File: src/rtl/cfg_lock_pkg.sv
package cfg_lock_pkg;

    // Which register group an unlock currently opens
    typedef enum logic [1:0] {
        GRP_NONE = 2'd0,
        GRP_OSC  = 2'd1,
        GRP_MISC = 2'd2
    } grp_e;

    // Protected register slots, fixed by function
    localparam int NUM_PROT = 3;
    localparam int IDX_OSC  = 0;
    localparam int IDX_TRK  = 1;
    localparam int IDX_OUT  = 2;

    // Charger field codes
    localparam logic [3:0] CHG_ENABLE_CODE = 4'hA;
    localparam logic [1:0] DIODE_STD_CODE  = 2'd2;
    localparam logic [1:0] DIODE_SCH_CODE  = 2'd1;

endpackage

File: src/rtl/cfg_key_gate.sv
module cfg_key_gate
    import cfg_lock_pkg::*;
#(
    parameter int                ADDR_W   = 8,
    parameter int                DATA_W   = 8,
    parameter logic [ADDR_W-1:0] KEY_ADDR = 8'h1F,
    parameter logic [DATA_W-1:0] OSC_KEY  = 8'hA1,
    parameter logic [DATA_W-1:0] MISC_KEY = 8'h9D
) (
    input  logic              clk,
    input  logic              rst_n,
    input  logic              wr_en,
    input  logic [ADDR_W-1:0] addr,
    input  logic [DATA_W-1:0] wdata,
    output grp_e              grp_open
);

    typedef struct packed {
        grp_e grp;
    } gate_state_t;

    gate_state_t st_d, st_q;

    always_comb begin
        st_d = st_q;
        if (wr_en) begin
            if (addr == KEY_ADDR) begin
                if (wdata == OSC_KEY) begin
                    st_d.grp = GRP_OSC;
                end else if (wdata == MISC_KEY) begin
                    st_d.grp = GRP_MISC;
                end else begin
                    st_d.grp = GRP_NONE;
                end
            end else begin
                // any other write consumes the unlock, accepted or not
                st_d.grp = GRP_NONE;
            end
        end
    end

    always_ff @(posedge clk) begin
        if (!rst_n) begin
            st_q <= '{grp: GRP_NONE};
        end else begin
            st_q <= st_d;
        end
    end

    assign grp_open = st_q.grp;

    AST_NONKEY_WRITE_RELOCKS: assert property (@(posedge clk) disable iff (!rst_n)
        (wr_en && addr != KEY_ADDR) |=> (grp_open == GRP_NONE));

    AST_BAD_KEY_LOCKS: assert property (@(posedge clk) disable iff (!rst_n)
        (wr_en && addr == KEY_ADDR && wdata != OSC_KEY && wdata != MISC_KEY)
        |=> (grp_open == GRP_NONE));

endmodule

File: src/rtl/cfg_prot_regs.sv
module cfg_prot_regs
    import cfg_lock_pkg::*;
#(
    parameter int                                ADDR_W    = 8,
    parameter int                                DATA_W    = 8,
    parameter int                                NREG      = 3,
    parameter logic [NREG-1:0][ADDR_W-1:0]       REG_ADDR  = '0,
    parameter logic [NREG-1:0][1:0]              REG_GRP   = '0
) (
    input  logic                         clk,
    input  logic                         rst_n,
    input  logic                         wr_en,
    input  logic [ADDR_W-1:0]            addr,
    input  logic [DATA_W-1:0]            wdata,
    input  grp_e                         grp_open,
    output logic [NREG-1:0][DATA_W-1:0]  regs,
    output logic [DATA_W-1:0]            rdata
);

    typedef struct packed {
        logic [NREG-1:0][DATA_W-1:0] val;
    } regs_state_t;

    regs_state_t        st_d, st_q;
    logic [NREG-1:0]    addr_hit;
    logic [NREG-1:0]    wr_grant;

    for (genvar i = 0; i < NREG; i++) begin : g_slot
        assign addr_hit[i] = (addr == REG_ADDR[i]);
        assign wr_grant[i] = wr_en && addr_hit[i] && (grp_open == grp_e'(REG_GRP[i]));

        AST_LOCKED_REG_HOLDS: assert property (@(posedge clk) disable iff (!rst_n)
            !(wr_en && addr_hit[i]) |=> $stable(regs[i]));
    end

    always_comb begin
        st_d = st_q;
        for (int i = 0; i < NREG; i++) begin
            if (wr_grant[i]) begin
                st_d.val[i] = wdata;
            end
        end
    end

    always_ff @(posedge clk) begin
        if (!rst_n) begin
            st_q <= '0;
        end else begin
            st_q <= st_d;
        end
    end

    assign regs = st_q.val;

    always_comb begin
        rdata = '0;
        for (int i = 0; i < NREG; i++) begin
            if (addr_hit[i]) begin
                rdata = st_q.val[i];
            end
        end
    end

    AST_ONE_GRANT: assert property (@(posedge clk) disable iff (!rst_n)
        $onehot0(wr_grant));

endmodule

File: src/rtl/cfg_field_decode.sv
module cfg_field_decode
    import cfg_lock_pkg::*;
#(
    parameter int DATA_W = 8
) (
    input  logic [DATA_W-1:0] osc_byte,
    input  logic [DATA_W-1:0] trk_byte,
    input  logic [DATA_W-1:0] out_byte,
    output logic              osc_rc_sel,
    output logic              acal_on,
    output logic              acal_short,
    output logic              chg_on,
    output logic              chg_diode_std,
    output logic              chg_diode_schottky,
    output logic [1:0]        chg_res_sel,
    output logic              ext_in_dis
);

    logic [3:0] chg_key;
    logic [1:0] diode_code;
    logic       diode_valid;

    always_comb begin
        osc_rc_sel = osc_byte[7];
        acal_on    = osc_byte[6];
        acal_short = (osc_byte[6:5] == 2'b11);
    end

    always_comb begin
        chg_key            = trk_byte[7:4];
        diode_code         = trk_byte[3:2];
        diode_valid        = (diode_code == DIODE_STD_CODE) || (diode_code == DIODE_SCH_CODE);
        chg_on             = (chg_key == CHG_ENABLE_CODE) && diode_valid;
        chg_diode_std      = chg_on && (diode_code == DIODE_STD_CODE);
        chg_diode_schottky = chg_on && (diode_code == DIODE_SCH_CODE);
        chg_res_sel        = trk_byte[1:0];
    end

    assign ext_in_dis = out_byte[4];

endmodule

File: src/rtl/cfg_lock_top.sv
module cfg_lock_top
    import cfg_lock_pkg::*;
#(
    parameter int                ADDR_W    = 8,
    parameter int                DATA_W    = 8,
    parameter logic [ADDR_W-1:0] KEY_ADDR  = 8'h1F,
    parameter logic [ADDR_W-1:0] OSC_ADDR  = 8'h1C,
    parameter logic [ADDR_W-1:0] TRK_ADDR  = 8'h20,
    parameter logic [ADDR_W-1:0] OUT_ADDR  = 8'h30,
    parameter logic [DATA_W-1:0] OSC_KEY   = 8'hA1,
    parameter logic [DATA_W-1:0] MISC_KEY  = 8'h9D
) (
    input  logic              clk,
    input  logic              rst_n,
    input  logic              wr_en,
    input  logic [ADDR_W-1:0] addr,
    input  logic [DATA_W-1:0] wdata,
    output logic [DATA_W-1:0] rdata,
    output logic              osc_rc_sel,
    output logic              acal_on,
    output logic              acal_short,
    output logic              chg_on,
    output logic              chg_diode_std,
    output logic              chg_diode_schottky,
    output logic [1:0]        chg_res_sel,
    output logic              ext_in_dis
);

    localparam logic [NUM_PROT-1:0][ADDR_W-1:0] PROT_ADDR = {OUT_ADDR, TRK_ADDR, OSC_ADDR};
    localparam logic [NUM_PROT-1:0][1:0]        PROT_GRP  = {GRP_MISC, GRP_MISC, GRP_OSC};

    grp_e                              grp_open;
    logic [NUM_PROT-1:0][DATA_W-1:0]   regs;

    cfg_key_gate #(
        .ADDR_W   (ADDR_W),
        .DATA_W   (DATA_W),
        .KEY_ADDR (KEY_ADDR),
        .OSC_KEY  (OSC_KEY),
        .MISC_KEY (MISC_KEY)
    ) u_gate (
        .clk      (clk),
        .rst_n    (rst_n),
        .wr_en    (wr_en),
        .addr     (addr),
        .wdata    (wdata),
        .grp_open (grp_open)
    );

    cfg_prot_regs #(
        .ADDR_W   (ADDR_W),
        .DATA_W   (DATA_W),
        .NREG     (NUM_PROT),
        .REG_ADDR (PROT_ADDR),
        .REG_GRP  (PROT_GRP)
    ) u_regs (
        .clk      (clk),
        .rst_n    (rst_n),
        .wr_en    (wr_en),
        .addr     (addr),
        .wdata    (wdata),
        .grp_open (grp_open),
        .regs     (regs),
        .rdata    (rdata)
    );

    cfg_field_decode #(
        .DATA_W (DATA_W)
    ) u_dec (
        .osc_byte           (regs[IDX_OSC]),
        .trk_byte           (regs[IDX_TRK]),
        .out_byte           (regs[IDX_OUT]),
        .osc_rc_sel         (osc_rc_sel),
        .acal_on            (acal_on),
        .acal_short         (acal_short),
        .chg_on             (chg_on),
        .chg_diode_std      (chg_diode_std),
        .chg_diode_schottky (chg_diode_schottky),
        .chg_res_sel        (chg_res_sel),
        .ext_in_dis         (ext_in_dis)
    );

    AST_KEY_READS_ZERO: assert property (@(posedge clk) disable iff (!rst_n)
        (addr == KEY_ADDR) |-> (rdata == '0));

    AST_SHORT_NEEDS_ACAL: assert property (@(posedge clk) disable iff (!rst_n)
        acal_short |-> acal_on);

    AST_ONE_DIODE: assert property (@(posedge clk) disable iff (!rst_n)
        $onehot0({chg_diode_std, chg_diode_schottky}));

endmodule

File: config.mk
export PLATFORM = sky130hd
export DESIGN_NAME = cfg_lock_top
export DESIGN_NICKNAME = d
export VERILOG_FILES = /design/src/rtl/cfg_lock_pkg.sv /design/src/rtl/cfg_key_gate.sv /design/src/rtl/cfg_prot_regs.sv /design/src/rtl/cfg_field_decode.sv /design/src/rtl/cfg_lock_top.sv
export SDC_FILE = /design/constraint.sdc
export NUM_CORES = 1
export LEC_CHECK = 0
export BUFFER_PORTS_ARGS = -buffer_cell sky130_fd_sc_hd__buf_4
export CORE_MARGIN = 2
export CORE_UTILIZATION = 55
export CTS_CLUSTER_DIAMETER = 150
export DETAILED_ROUTE_END_ITERATION = 8
export PLACE_DENSITY = 0.95
export RECOVER_POWER = 50
export SKIP_CTS_REPAIR_TIMING = 1
export SLEW_MARGIN = 20
export SYNTH_ARGS = -nofsm -noshare
export SYNTH_HDL_FRONTEND = slang
export SYNTH_SLANG_ARGS = --single-unit
File: constraint.sdc
create_clock -name clk -period 9.4 [get_ports clk]
set_clock_uncertainty 0.15 [all_clocks]
set_input_delay 2.82 -clock clk [delete_from_list [all_inputs] [get_ports clk]]
set_output_delay 2.82 -clock clk [all_outputs]
set_load 0.02 [all_outputs]
==> out/qor.yml, run 1 <==
status: "finished with violations"
violations: "capacitance limit, slew limit"
min_to: "u_regs.regs[17]"
crit_path_end_kind: "primary output"
route.detailed.drc: 0
syn_nets: 172
via_count: 1213
finalPower_mw: 0.181
grt-ovfl-total: 0
fill_cells: 179
rrSetupSlack_ps: 6550
cts.sinks: 26
finalCriticalPeriod_ps: 7790
post-route-util: 0.699
synth_top_area_frac: 0.385
synth_area_leaders: "dfxtp_1, mux2i_1, nand2_1"
holdCritStartpoint: "u_regs.regs[17]"
layout_common_cells: "nand2_1, dfxtp_1, buf_4, mux2i_1, inv_1"
wl_per_cell_um: 16.9
crit_type: "primary input to primary output"
drt-pass1-iter-count: 4
drt_wl_total_mm: 3.51
ant_nets: 0
dpl.hpwl_mm: 2.54
rr_endpoint: "u_regs.regs[10]"
rsz0062_at_grt: "no"
cap_violations: 1
critPathTopFamily: "simple AND/OR/NAND/NOR gates"
row_count: 17
clk_pin_slew_ps: 130
syn_avg_cell_area_um2: 8.95
arrival_ps: 4820
cts_buffers: 3
cp-start-kind: "primary input"
maxSlewViolCount: 9
power.density_mw_per_mm2: 114
yosysUniqueCellTypes: 25
design_area_mm2: 0.00159
required_ps: 6430
htreeDepth: 1
cp_max_fo: 6
finalSetupTns_ps: 0
die_w_um: 53.6
r2r_start: "u_gate.grp_open[0]"
antenna_cells: 0
nets: 201
ioPinCount: 36
hold_class: "flop to flop"
ys_seq_area_frac: 0.385
fmax_ghz: 0.128
antenna_found_initial: 0
hold_depth: 2
die_h_um: 53.6
die-area_mm2: 0.00287
tritoncts: "yes"
slew_headroom: -0.418
grt_max_degree: 37
root_buffer: "clkbuf_4"
place_area_mm2: 0.00160
finalCritPeriodShare: 0.828
setup_viol_count_final: 0
clk_latency_ps: 310
slowest_delay_ps: 780
grt_pass1_wl_mm: 5.51
syn2layout_area_growth_pct: 17.7
ir_drop_uv: 103
clk_path_buf_depth: 2
netlist_area_mm2: 0.00135
worst_pin_slew_ps: 2110
hold_viol_final: 0
reg2regPathDepth: 3
leakage_nw: 0.608
synth_largest_area_cell: "dfxtp_1"
first_iter_violations: 43
path_buf_inv: 2
grt_pass1_vias: 1216
vias_per_cell: 5.86
core_mm2: 0.00228
cp.depth: 5
ys_ff_latch: 26
start_util: 0.594
gp_congestion: 0.739
yosysWarnings: 0
cp_slowest_cell: "nor3_1"
final_common_cell: "nand2_1"
io_buffers: 35
grt_use_total: 0.269
layout-drive-gt1-share: 0.184
syn_inst: 151
path_cells: "clkbuf_4, or4_1, nor3_1, a221o_1, buf_4"
## registers in the layout, indices dropped and copies added, names as in the netlist
signal / cells
u_regs.regs: 24
u_gate.grp_open: 2
## logic make-up after synthesis
family	Yosys count	synth area share
compound gates	10	0.0704
mux	24	0.178
buf+inv	22	0.0676
fa+ha+maj	2	0.0185
flops	26	0.385
simple gates	67	0.281
## per-stage QoR
step	cells	hold WS [ps]	setup WS (ps)
after floorplan	151	285	2220
after CTS	207	326	1580
after global routing	207	339	1460
after global placement	203	292	1620
after detailed placement	203	306	1580
final	207	321	1610
## layer usage
layer  global-route usage  share of wire  vias to the layer above
li1                     -              -                      584
met1                0.332           0.44                      583
met2                0.471           0.51                       44
met3               0.0333          0.054                        2
met4                0.111         0.0029                        0
met5                    0              0                        -
## layout make-up
cell class	instances	area, um^2	area share
Sequential cell	26	520	0.327
Clock buffer	4	36.3	0.0228
Multi-Input combinational cell	103	724	0.456
Timing Repair Buffer	35	233	0.146
Inverter	11	41.3	0.0260
Tap cell	28	35.0	0.0220
## power by group
| part | internal, mW | switching [mW] | total (mW) | leakage, nW |
|---|---|---|---|---|
| registers | 0.110 | 0.0000000830 | 0.110 | 0.209 |
| clock network | 0.0237 | 0.0319 | 0.0556 | 0.0210 |
| logic | 0.00652 | 0.00879 | 0.0153 | 0.378 |
## worst register-to-register path: stages (launching register included)
cell	delay, ps
dfxtp_1	360
nand3b_1	240
nor4_1	1610
mux2i_1	300
## Yosys cell counts
master and number:
mux2i_1 24, nand4b_1 1, buf_4 2, or4_1 3, inv_1 11, ha_1 2, nor4bb_1 1, nand2_1 33
nor3_1 7, or3b_1 1, nor2_1 5, nor4b_1 4, and2_1 1, buf_2 1, nor2b_1 1, nor3_2 1
nand4bb_1 2, nor4_4 2, o31ai_1 2, nand4_1 1, nand3b_1 1, clkbuf_1 8, dfxtp_1 26, nand3_1 3
a221o_1 8
## worst max path at each step
stage	from	to	slack, ps
final	addr[3]	rdata[6]	1610
after global placement	addr[3]	rdata[6]	1620
after detailed placement	addr[3]	rdata[6]	1580
after global routing	addr[3]	rdata[5]	1460
after CTS	addr[3]	rdata[6]	1580
after floorplan	addr[3]	rdata[1]	2220
No activity file was read; power rests on OpenSTA's default activity.
==> inputs of run 2 (changes only) <==
--- a/config.mk
+++ b/config.mk
@@ -7,10 +7,10 @@
 export LEC_CHECK = 0
 export BUFFER_PORTS_ARGS = -buffer_cell sky130_fd_sc_hd__buf_4
 export CORE_MARGIN = 2
-export CORE_UTILIZATION = 55
+export CORE_UTILIZATION = 51
 export CTS_CLUSTER_DIAMETER = 150
 export DETAILED_ROUTE_END_ITERATION = 8
-export PLACE_DENSITY = 0.95
+export PLACE_DENSITY = 0.9
 export RECOVER_POWER = 50
 export SKIP_CTS_REPAIR_TIMING = 1
 export SLEW_MARGIN = 20
==> constraint.sdc (replaced) <==
create_clock -name clk -period 7.68 [get_ports clk]
set_clock_uncertainty 0.15 [all_clocks]
set_input_delay 2.304 -clock clk [delete_from_list [all_inputs] [get_ports clk]]
set_output_delay 2.304 -clock clk [all_outputs]
set_load 0.02 [all_outputs]
==> out/qor.yml, run 2 (synthesized netlist as in run 1, its figures left out) <==
status: "finished with violations"  # unchanged
violations: "capacitance limit, slew limit"  # unchanged
root_buffer: "clkbuf_4"  # unchanged
swShare: 0.230  # was 0.225
grt_use_total: 0.218  # was 0.269
hold_viol_final: 0  # unchanged
die_w_um: 55.5  # was 53.6 um
pwr-share-clk: 0.313  # was 0.307
antenna_cells: 0  # unchanged
clk_pin_slew_ps: 140  # was 130 ps
wl_per_cell_um: 16.2  # was 16.9 um
clk_path_buf_depth: 2  # unchanged
arrival_ps: 4110  # was 4820 ps
leakage_nw: 0.614  # was 0.608 nW
die-area_mm2: 0.00308  # was 0.00287 mm^2
tritoncts: "yes"  # unchanged
slew_headroom: -0.424  # was -0.418
cp-start-kind: "primary input"  # unchanged
syn2layout_area_growth_pct: 18.4  # was 17.7%
io_buffers: 35  # unchanged
ant_nets: 0  # unchanged
worst_pin_slew_ps: 2120  # was 2110 ps
rsz0062_at_grt: "no"  # unchanged
cts_buffers: 3  # unchanged
clk_latency_ps: 320  # was 310 ps
setup_viol_count_final: 0  # unchanged
dpl.hpwl_mm: 2.56  # was 2.54 mm
vias_per_cell: 5.87  # was 5.86
final_common_cell: "nand2_1"  # unchanged
route.detailed.drc: 0  # unchanged
layout-drive-gt1-share: 0.189  # was 0.184
die_h_um: 55.5  # was 53.6 um
grt_pass1_wl_mm: 5.45  # was 5.51 mm
gp_congestion: 0.808  # was 0.739
ir_drop_uv: 126  # was 103 uV
start_util: 0.541  # was 0.594
via_count: 1232  # was 1213
power.density_mw_per_mm2: 139  # was 114 mW/mm^2
combPwrFrac: 0.082  # was 0.085
required_ps: 5230  # was 6430 ps
grt_max_degree: 37  # unchanged
p_sw_mw: 0.0512  # was 0.0407 mW
first_iter_violations: 29  # was 43
hold_class: "flop to flop"  # unchanged
internal-power_mw: 0.172  # was 0.140 mW
htreeDepth: 1  # unchanged
row_count: 18  # was 17
fmax_ghz: 0.152
instances_no_fill: 210  # was 207
drt_wl_total_mm: 3.40  # was 3.51 mm
maxSlewViolCount: 9  # unchanged
cp_max_fo: 6  # unchanged
dp.cells: 206  # was 203
crit_type: "primary input to primary output"  # unchanged
cts.sinks: 26  # unchanged
worstSetupStartpoint: "addr[3]"  # unchanged
core_mm2: 0.00250  # was 0.00228 mm^2
layout_common_cells: "nand2_1, buf_4, dfxtp_1, mux2i_1, inv_1"  # was nand2_1, dfxtp_1, buf_4, mux2i_1, inv_1
cap_violations: 1  # unchanged
crit_path_end_kind: "primary output"  # unchanged
holdCritStartpoint: "u_regs.regs[1]"  # was u_regs.regs[17]
ioPinCount: 36  # unchanged
antenna_found_initial: 0  # unchanged
grt_pass1_vias: 1192  # was 1216
r2r_start: "u_gate.grp_open[0]"  # unchanged
finalCriticalPeriod_ps: 6560
grt-ovfl-total: 0  # unchanged
nets: 202  # was 201
finalSetupTns_ps: 0  # unchanged
finalCritPeriodShare: 0.854
drt-pass1-iter-count: 4  # unchanged
largest_reg_flops: 24  # unchanged
seqPwrFrac: 0.605  # was 0.609
run 2: layout make-up:
class | count | area (um^2)
flip-flops and latches | 26 | 520
clock buffers | 4 | 36.3
fillers | 234 | 900
inverters | 11 | 41.3
well taps | 30 | 37.5
multi-input cells | 103 | 724
repair buffers | 36 | 240
run 2: layer usage:
metal,share of wire,GRT usage
met1,0.39,0.258
met2,0.55,0.405
met3,0.057,0.0422
met4,0.0044,0.0453
met5,0,0
run 2: final timing paths:
check | endpoint | slack [ps] | cells past startpoint
max | rdata[1] | 1120 | 6
max reg2reg | u_regs.regs[21] | 4930 | 3
min | u_regs.regs[1] | 330 | 2
min reg2reg | u_regs.regs[1] | 330 | 2
run 2: power groups by stage:
stage / logic, mW / registers [mW] / clock network, mW
final: 0.0183 / 0.135 / 0.0698
after detailed placement: 0.0183 / 0.138 / 0
after floorplan: 0.00859 / 0.138 / 0
after global routing: 0.0196 / 0.135 / 0.0738
after global placement: 0.0177 / 0.138 / 0
after CTS: 0.0184 / 0.135 / 0.0702
run 2: critical path, stage by stage:
cell and delay, ps:
clkbuf_4 120, or4_1 670, nor3_1 500, buf_4 230, a221o_1 150, buf_4 140
run 2: metrics by stage:
step | setup slack [ps] | util | total power [mW] | area [um^2] | hold WS (ps)
2_1_floorplan | 1530 | - | 0.146 | 1350 | 285
3_3_place_gp | 1190 | 0.644 | 0.156 | 1610 | 292
3_5_place_dp | 1110 | 0.644 | 0.156 | 1610 | 308
4_1_cts | 1090 | 0.658 | 0.224 | 1650 | 328
5_1_grt | 1040 | 0.640 | 0.228 | 1600 | 346
6_report | 1120 | 0.640 | 0.223 | 1600 | 329
==> inputs of run 3 (changes only) <==
--- a/config.mk
+++ b/config.mk
@@ -5,12 +5,14 @@
 export SDC_FILE = /design/constraint.sdc
 export NUM_CORES = 1
 export LEC_CHECK = 0
-export BUFFER_PORTS_ARGS = -buffer_cell sky130_fd_sc_hd__buf_4
+export CELL_PAD_IN_SITES_DETAIL_PLACEMENT = 1
+export CELL_PAD_IN_SITES_GLOBAL_PLACEMENT = 1
 export CORE_MARGIN = 2
-export CORE_UTILIZATION = 51
+export CORE_UTILIZATION = 45
 export CTS_CLUSTER_DIAMETER = 150
 export DETAILED_ROUTE_END_ITERATION = 8
-export PLACE_DENSITY = 0.9
+export DONT_BUFFER_PORTS = 1
+export PLACE_DENSITY = 0.88
 export RECOVER_POWER = 50
 export SKIP_CTS_REPAIR_TIMING = 1
 export SLEW_MARGIN = 20
==> out/qor.yml, run 3 (synthesized netlist as in run 1, its figures left out) <==
hold_depth: 2  # unchanged
rrSetupSlack_ps: 4880  # was 4930 ps
combPwrFrac: 0.031  # was 0.082
drt-pass1-iter-count: 6  # was 4
layout-drive-gt1-share: 0.0414  # was 0.189
status: "finished with violations"  # unchanged
cts_buffers: 3  # unchanged
r2r_start: "u_gate.grp_open[0]"  # unchanged
path_buf_inv: 1  # was 3
gp_congestion: 0.769  # was 0.808
finalSetupTns_ps: 0  # unchanged
min_to: "u_regs.regs[2]"  # was u_regs.regs[1]
wl_per_cell_um: 19.1  # was 16.2 um
required_ps: 5230  # about the same
root_buffer: "clkbuf_4"  # unchanged
grt_pass1_wl_mm: 5.33  # was 5.45 mm
holdCritStartpoint: "u_regs.regs[2]"  # was u_regs.regs[1]
cp_max_fo: 6  # unchanged
cp_slowest_cell: "or4_1"  # unchanged
drt_wl_total_mm: 3.36  # was 3.40 mm
cp-start-kind: "primary input"  # unchanged
path_cells: "or4_1, nor3_1, buf_4, a221o_1"  # was clkbuf_4, or4_1, nor3_1, buf_4, a221o_1, buf_4
crit_path_end_kind: "primary output"  # unchanged
start_util: 0.482  # was 0.541
ioPinCount: 36  # unchanged
htreeDepth: 1  # unchanged
swShare: 0.209  # was 0.230
finalCritPeriodShare: 0.841  # was 0.854
critPathTopFamily: "simple AND/OR/NAND/NOR gates"  # unchanged
route.detailed.drc: 3  # was 0
row_count: 19  # was 18
internal-power_mw: 0.166  # was 0.172 mW
syn2layout_area_growth_pct: 0.185  # was 18.4%
cts.sinks: 26  # unchanged
core_mm2: 0.00281  # was 0.00250 mm^2
final_common_cell: "nand2_1"  # unchanged
vias_per_cell: 6.08  # was 5.87
nets: 167  # was 202
rsz0062_at_grt: "no"  # unchanged
grt_use_total: 0.204  # was 0.218
pwr-share-clk: 0.327  # was 0.313
cap_violations: 2  # was 1
whs_ps: 326  # was 329 ps
crit_type: "primary input to primary output"  # unchanged
die-area_mm2: 0.00346  # was 0.00308 mm^2
grt_max_degree: 37  # unchanged
slowest_delay_ps: 640  # was 670 ps
hold_viol_final: 0  # unchanged
leakage_nw: 0.462  # was 0.614 nW
grt_pass1_vias: 1132  # was 1192
first_iter_violations: 47  # was 29
antenna_found_initial: 0  # unchanged
rr_endpoint: "u_regs.regs[10]"  # was u_regs.regs[21]
fmax_ghz: 0.155  # was 0.152 GHz
finalCriticalPeriod_ps: 6460  # was 6560 ps
io_buffers: 0  # was 35
power.density_mw_per_mm2: 155  # was 139 mW/mm^2
setup_viol_count_final: 0  # unchanged
worst_pin_slew_ps: 2210  # was 2120 ps
maxSlewViolCount: 18  # was 9
reg2regPathDepth: 3  # unchanged
post-route-util: 0.483  # was 0.640
grt-ovfl-total: 0  # unchanged
tritoncts: "yes"  # unchanged
antenna_cells: 0  # unchanged
clk_latency_ps: 320  # about the same
dpl.hpwl_mm: 2.54  # was 2.56 mm
p_sw_mw: 0.0440  # was 0.0512 mW
violations: "DRC, capacitance limit, slew limit"  # was capacitance limit, slew limit
arrival_ps: 4010  # was 4110 ps
die_h_um: 58.8  # was 55.5 um
hold_class: "flop to flop"  # unchanged
layout_common_cells: "nand2_1, dfxtp_1, mux2i_1, inv_1, a221o_1"  # was nand2_1, buf_4, dfxtp_1, mux2i_1, inv_1
seqPwrFrac: 0.642  # was 0.605
ant_nets: 0  # unchanged
slew_headroom: -0.488  # was -0.424
die_w_um: 58.8  # was 55.5 um
via_count: 1070  # was 1232
clk_pin_slew_ps: 140  # about the same
clk_path_buf_depth: 2  # unchanged
largest_reg_flops: 24  # unchanged
ir_drop_uv: 134  # was 126 uV
[run 3: cell types whose count changed in the layout (fill, tap and decap cells not counted)]
cell,before,now
clkbuf_4,5,3
buf_4,26,1
clkbuf_1,8,0
nor4_1,1,2
nor4_4,1,0
[run 3: area by class of cell]
class                           count  area [um^2]
Inverter                           11         41.3
Sequential cell                    26          520
Multi-Input combinational cell    103          709
Clock buffer                        4         36.3
Tap cell                           31         38.8
Fill cell                         329         1450
Timing Repair Buffer                1         7.51
[run 3: worst max path at each step]
stage | cells after the start | startpoint | slack (ps) | to
4_1_cts | 4 | addr[3] | 1180 | rdata[7]
5_1_grt | 4 | addr[3] | 1140 | rdata[6]
3_5_place_dp | 4 | addr[3] | 1200 | rdata[7]
2_1_floorplan | 4 | addr[3] | 1530 | rdata[1]
3_3_place_gp | 4 | addr[3] | 1210 | rdata[6]
6_report | 4 | addr[3] | 1220 | rdata[7]
[run 3: per-layer routing]
metal | global-route usage | part of all wire | routed length (um) | vias to the layer above
met3 | 0.0484 | 0.061 | 204 | 2
met5 | 0 | 0 | 0 | -
met4 | 0.0195 | 0.0024 | 8 | 0
li1 | - | - | - | 516
met1 | 0.256 | 0.42 | 1410 | 523
met2 | 0.367 | 0.52 | 1740 | 29
[run 3: worst reg2reg max path, cell delays in order, from the launching register on]
cell	delay, ps
dfxtp_1	340
nand3b_1	190
nor4_1	1670
mux2i_1	250
[run 3: stage by stage]
| step | instance area, um^2 | instances | setup WS (ps) | total power [mW] |
|---|---|---|---|---|
| floorplan | 1350 | 151 | 1530 | 0.146 |
| global placement | 1350 | 172 | 1210 | 0.144 |
| detailed placement | 1350 | 172 | 1200 | 0.145 |
| CTS | 1380 | 176 | 1180 | 0.212 |
| global route | 1350 | 176 | 1140 | 0.219 |
| finish | 1350 | 176 | 1220 | 0.210 |
[run 3: power groups by stage]
| stage | Sequential, mW | Clock [mW] | Combinational (mW) |
|---|---|---|---|
| 2_1_floorplan | 0.138 | 0 | 0.00859 |
| 3_3_place_gp | 0.138 | 0 | 0.00657 |
| 3_5_place_dp | 0.138 | 0 | 0.00699 |
| 4_1_cts | 0.135 | 0.0696 | 0.00703 |
| 5_1_grt | 0.135 | 0.0773 | 0.00714 |
| 6_report | 0.135 | 0.0687 | 0.00650 |
